## config.mk

```make
export PLATFORM = sky130hd
export DESIGN_NAME = mii_hdx_link
export DESIGN_NICKNAME = d
export VERILOG_FILES = /design/src/rtl/mii_link_pkg.sv /design/src/rtl/mii_rst_sync.sv /design/src/rtl/mii_hdr_counter.sv /design/src/rtl/mii_hdx_arbiter.sv /design/src/rtl/mii_rx_steer.sv /design/src/rtl/mii_hdx_link.sv
export SDC_FILE = /design/constraint.sdc
export NUM_CORES = 1
export LEC_CHECK = 0
export BUFFER_PORTS_ARGS = -buffer_cell sky130_fd_sc_hd__buf_4
export CORE_ASPECT_RATIO = 1.4
export CORE_UTILIZATION = 45
export CTS_CLUSTER_DIAMETER = 60
export CTS_CLUSTER_SIZE = 28
export DETAILED_ROUTE_END_ITERATION = 16
export PLACE_DENSITY = 0.67
export SYNTH_ARGS = -nofsm -noshare
export SYNTH_HDL_FRONTEND = slang
export SYNTH_SLANG_ARGS = --single-unit
```

## constraint.sdc

```tcl
create_clock -name clk -period 2.4 [get_ports clk]
set_clock_uncertainty 0.2 [all_clocks]
set_input_delay 0.24 -clock clk [delete_from_list [all_inputs] [get_ports clk]]
set_output_delay 0.24 -clock clk [all_outputs]
set_load 0.02 [all_outputs]
```

## src/rtl/mii_link_pkg.sv

```systemverilog
package mii_link_pkg;
  // Default nibble width of the MII data path
  localparam int unsigned NIB_W_DEF = 4;
  // Nibble clocks covering preamble, start delimiter, addresses and type
  localparam int unsigned HDR_NIB_DEF = 44;
  // Station indices used by the per-station generate loops
  localparam int unsigned ST_A = 0;
  localparam int unsigned ST_B = 1;
  localparam int unsigned N_ST = 2;
endpackage

```

## src/rtl/mii_rst_sync.sv

```systemverilog
module mii_rst_sync (
  input  logic clk,
  input  logic rst_n,
  output logic rst_n_sync
);
  logic [1:0] sync_q;

  always_ff @(posedge clk or negedge rst_n) begin
    if (!rst_n) sync_q <= 2'b00;
    else        sync_q <= {sync_q[0], 1'b1};
  end

  assign rst_n_sync = sync_q[1];
endmodule

```

## src/rtl/mii_hdr_counter.sv

```systemverilog
module mii_hdr_counter #(
  parameter int unsigned HDR_NIB = 44,
  localparam int unsigned CNT_W  = $clog2(HDR_NIB + 1)
) (
  input  logic             clk,
  input  logic             rst_n,
  input  logic             tx_en,
  output logic             hdr_done
);
  logic [CNT_W-1:0] cnt_q, cnt_d;
  logic             cnt_en;

  // count advances only while transmitting and below the header length
  always_comb begin
    cnt_en = tx_en && (cnt_q != CNT_W'(HDR_NIB));
    if (!tx_en)      cnt_d = '0;
    else if (cnt_en) cnt_d = cnt_q + CNT_W'(1);
    else             cnt_d = cnt_q;
  end

  always_ff @(posedge clk or negedge rst_n) begin
    if (!rst_n) cnt_q <= '0;
    else        cnt_q <= cnt_d;
  end

  assign hdr_done = (cnt_q == CNT_W'(HDR_NIB));
endmodule

```

## src/rtl/mii_hdx_arbiter.sv

```systemverilog
module mii_hdx_arbiter (
  input  logic       clk,
  input  logic       rst_n,
  input  logic [1:0] tx_en,
  input  logic [1:0] hdr_done,
  output logic       crs,
  output logic       col,
  output logic       lock
);
  logic crs_d, col_d, lock_d;
  logic any_tx, both_tx;

  always_comb begin
    any_tx  = |tx_en;
    both_tx = &tx_en;
    crs_d   = any_tx;
    // overlap locks the link until both stations are idle again
    lock_d  = both_tx || (lock && any_tx);
    // collision waits for the earlier starter to finish its header
    col_d   = (both_tx && (|hdr_done)) || (col && any_tx);
  end

  always_ff @(posedge clk or negedge rst_n) begin
    if (!rst_n) begin
      crs  <= 1'b0;
      col  <= 1'b0;
      lock <= 1'b0;
    end else begin
      crs  <= crs_d;
      col  <= col_d;
      lock <= lock_d;
    end
  end
endmodule

```

## src/rtl/mii_rx_steer.sv

```systemverilog
module mii_rx_steer #(
  parameter int unsigned NIB_W = 4
) (
  input  logic             clk,
  input  logic             rst_n,
  input  logic             src_en,
  input  logic [NIB_W-1:0] src_txd,
  input  logic             own_en,
  input  logic             lock,
  output logic             rx_dv,
  output logic [NIB_W-1:0] rxd
);
  logic             dv_q, dv_d;
  logic [NIB_W-1:0] nib_q, nib_d;

  always_comb begin
    dv_d  = src_en && !own_en && !lock;
    nib_d = dv_d ? src_txd : '0;
  end

  always_ff @(posedge clk or negedge rst_n) begin
    if (!rst_n) begin
      dv_q  <= 1'b0;
      nib_q <= '0;
    end else begin
      dv_q  <= dv_d;
      nib_q <= nib_d;
    end
  end

  // same-cycle gate: a station that starts talking stops receiving at once
  assign rx_dv = dv_q && !own_en;
  assign rxd   = rx_dv ? nib_q : '0;
endmodule

```

## src/rtl/mii_hdx_link.sv

```systemverilog
module mii_hdx_link
  import mii_link_pkg::*;
#(
  parameter int unsigned NIB_W   = NIB_W_DEF,
  parameter int unsigned HDR_NIB = HDR_NIB_DEF
) (
  input  logic             clk,
  input  logic             rst_n,
  input  logic             a_tx_en,
  input  logic [NIB_W-1:0] a_txd,
  output logic             a_rx_dv,
  output logic [NIB_W-1:0] a_rxd,
  output logic             a_crs,
  output logic             a_col,
  input  logic             b_tx_en,
  input  logic [NIB_W-1:0] b_txd,
  output logic             b_rx_dv,
  output logic [NIB_W-1:0] b_rxd,
  output logic             b_crs,
  output logic             b_col
);
  logic                    rst_n_sync;
  logic [N_ST-1:0]         tx_en_v;
  logic [N_ST-1:0]         hdr_done_v;
  logic [N_ST-1:0]         rx_dv_v;
  logic [NIB_W-1:0]        txd_v [N_ST];
  logic [NIB_W-1:0]        rxd_v [N_ST];
  logic                    crs_q, col_q, lock_q;

  assign tx_en_v[ST_A] = a_tx_en;
  assign tx_en_v[ST_B] = b_tx_en;
  assign txd_v[ST_A]   = a_txd;
  assign txd_v[ST_B]   = b_txd;

  mii_rst_sync u_rst_sync (
    .clk        (clk),
    .rst_n      (rst_n),
    .rst_n_sync (rst_n_sync)
  );

  for (genvar s = 0; s < N_ST; s++) begin : g_station
    mii_hdr_counter #(.HDR_NIB(HDR_NIB)) u_cnt (
      .clk      (clk),
      .rst_n    (rst_n_sync),
      .tx_en    (tx_en_v[s]),
      .hdr_done (hdr_done_v[s])
    );

    mii_rx_steer #(.NIB_W(NIB_W)) u_steer (
      .clk     (clk),
      .rst_n   (rst_n_sync),
      .src_en  (tx_en_v[N_ST-1-s]),
      .src_txd (txd_v[N_ST-1-s]),
      .own_en  (tx_en_v[s]),
      .lock    (lock_q),
      .rx_dv   (rx_dv_v[s]),
      .rxd     (rxd_v[s])
    );
  end

  mii_hdx_arbiter u_arb (
    .clk      (clk),
    .rst_n    (rst_n_sync),
    .tx_en    (tx_en_v),
    .hdr_done (hdr_done_v),
    .crs      (crs_q),
    .col      (col_q),
    .lock     (lock_q)
  );

  assign a_rx_dv = rx_dv_v[ST_A];
  assign a_rxd   = rxd_v[ST_A];
  assign b_rx_dv = rx_dv_v[ST_B];
  assign b_rxd   = rxd_v[ST_B];
  assign a_crs   = crs_q;
  assign b_crs   = crs_q;
  assign a_col   = col_q;
  assign b_col   = col_q;
endmodule

```

==> metrics.txt <==
status=complete, no violations; unrepaired setup endpoints after global routing=no; fillers=238; largest family of logic cells by synthesized area=simple AND/OR/NAND/NOR gates; XOR/XNOR Fraction of Synth Area=1.44%; latest clock arrival within the worst-skew pair=0.31 ns; fraction of the mapped netlist area in adder cells=4.12%; Hold WS=~0.025 ns; Crit path arrival time=about 1.2 ns; Final nets=164; Vias/cell=just under 5; I/O Pins=26; row cnt=21; die area=approximately 2900 um2; DRC=0; CP max FO=5; Synth-to-Final Area Change=27.7%; Avg WL per Cell=12.0 um; initial antenna violation count=0; Pwr per Cell Area=488 nW/um2; DP Wirelength=1580 um; Reg clk slew, reported paths=about 0.13 ns; Worst Hold Class=register to async pin; CTS Buf Count=3; Synth Area in Compound Gates=8.54%; worst r2r src=g_station[0].u_cnt.cnt_q[0]$_DFFE_PN0P_; CP startpoint kind=register; Worst setup startpoint=g_station[0].u_steer.dv_q$_DFF_PN0_; number of global-route vias before repair=953; Async SR Flop Fraction=100%; Port Buffers=25; share of cells above drive strength 1=23.1%; post-route ant nets=0; Setup violations, final=0; FF+latch area=between 600 and 700 um2; Die W=45.9 um; simple-gate share of the synthesized area=24.1%; Ant. Diodes=0; GRT Total Usage=17.5%; Post-CTS Setup Repair Bufs=0; sequential share of the synthesized area=55.6%; Via Count=888; Synth Area per Inst=10.9 um2; initial DRC count=23; kind of critical path=register to output pin; Cell variety after synth=34; TritonCTS clock tree=done; Crit path required time=1.96 ns; core area=2470 um2; placed insts=167; Die Y=approximately 64 um; timing-limited maximum frequency=611 MHz; synthesized net count=between 100 and 150; minimum clock period=1.64 ns; total negative slack=0 ns; first-pass GRT wire length=3810 um; clk sink count=27; P_leak=just under 0.8 nW; CP max stage delay=0.34 ns; Syn Inst Count=approximately 110; fin crit share=68.2%; final global-route overflow total=0; Final GP Congestion=between 0.6 and 0.7; Post-synth EDFFs=0; largest net degree at the start of global routing=26; Worst path slowest cell=dfrtp_1; ys flop type=dfrtp_1; worst vdd ir=0.371 mV; Hold Vio Cnt, Final=0; yosys warns=0; Worst setup EP type=output pin; H-Tree Depth=1; multi-input logic area=498 um2; number of synthesized register bits=27; Max Transition Viols Final=0; Root Driver=clkbuf_4; CP cell instances=nor2b_1 -> and2_1 -> buf_4; routed wire length=about 2200 um; final std cells w/o fill=roughly 180; Post-Syn Area=about 1200 um2; Max Cap Violations=0; post-synthesis mux area share=2.47%; clk buf depth=2; Pre-antenna DRT Iters=4; initial core utilization=49.2%
[layout make-up]
type	count	share of cell area (%)
Clock buffer	4	1.69
Timing Repair Buffer	36	19.0
Tap cell	34	2.74
Sequential cell	27	43.5
Inverter	4	0.967
Multi-Input combinational cell	76	32.1
[power breakdown]
part           total (W)  internal, W  switching (W)
Clock           0.000184    0.0000648       0.000119
Combinational  0.0000869    0.0000444      0.0000424
Sequential      0.000487     0.000473      0.0000138
Total           0.000758     0.000582       0.000176
[per-stage QoR]
stage	util [%]	setup slack, ns	cell area [um2]	total power, W
global placement	57.8	0.911	1430	0.000567
floorplan	-	0.861	1220	0.000538
detailed placement	57.8	0.864	1430	0.000571
finish	62.9	0.763	1550	0.000758
CTS	62.5	0.717	1540	0.000771
global route	62.9	0.627	1550	0.000804
[sequential cells by signal, indices dropped and copies added (netlist names)]
name and count:
g_station.u_steer.nib_q 8, g_station.u_cnt.cnt_q 12, u_arb.lock 1, u_rst_sync.sync_q 2
u_arb.col 1, u_arb.crs 1, g_station.u_steer.dv_q 2
[Yosys cell counts, types with 2 or more instances]
library cell	count	share of area, %
nand3_1	5	2.1
inv_1	4	1.2
mux2i_1	3	2.5
and3_1	7	3.6
ha_1	4	4.1
o21ai_0	7	2.9
clkbuf_1	2	0.62
nand2_1	8	2.5
and2_1	13	6.7
or3_1	3	1.5
buf_4	2	1.2
nor2b_1	2	1.0
dfrtp_1	27	56
o211a_1	2	1.6
nor2_1	3	0.93
a31oi_1	2	1.0
[cell families after synthesis]
logic type / Yosys count
other: 1
AND/OR/NAND/NOR: 50
flip-flops: 27
AO/OA/AOI/OAI: 16
multiplexers: 3
XOR/XNOR: 2
buffers and inverters: 9
adder cells (fa/ha/maj): 4
[placed cells by master (no fill, tap or decap), types with 2 or more instances in the layout]
cell type,Yosys,routed
dfrtp_1,27,27
buf_4,2,26
and2_1,13,13
dlygate4sd3_1,0,10
nand2_1,8,8
and3_1,7,7
o21ai_0,7,7
nand3_1,5,5
inv_1,4,4
ha_1,4,4
nor2_1,3,3
or3_1,3,3
mux2i_1,3,3
clkbuf_4,0,3
nor2b_1,2,2
o211a_1,2,2
a31oi_1,2,2
[metal layers]
layer | part of all wire [%] | GRT usage [%]
met5 | 0 | 0
met2 | 55 | 31.9
met3 | 3.4 | 1.72
met1 | 41 | 19.5
met4 | 0.83 | 6.62
[critical path: cells and delay by family (launching register included)]
family | cells | cell delay (ns)
buf+inv | 1 | 0.14
simple gates | 2 | 0.42
flops | 1 | 0.34
[path summary, 6_finish.rpt]
| check | end | slack (ns) | depth (start not counted) |
|---|---|---|---|
| setup / recovery | a_rxd[1] | 0.76 | 3 |
| hold / removal | g_station[0].u_cnt.cnt_q[1]$_DFFE_PN0P_ | 0.02 | 1 |
| setup reg to reg | g_station[0].u_cnt.cnt_q[4]$_DFFE_PN0P_ | 0.84 | 5 |
| hold reg to reg | g_station[0].u_cnt.cnt_q[1]$_DFFE_PN0P_ | 0.02 | 1 |
| max in group asynchronous | u_rst_sync.sync_q[1]$_DFF_PN0_ | 1.33 | 3 |
| min in group clk | g_station[1].u_cnt.cnt_q[2]$_DFFE_PN0P_ | 0.05 | 2 |
[timing repair]
action	in CTS	in global routing
resized for setup	0	0
endpoints found under the hold margin	10	2
hold buffers	9	1
No activity file was read; power rests on OpenSTA's default activity.
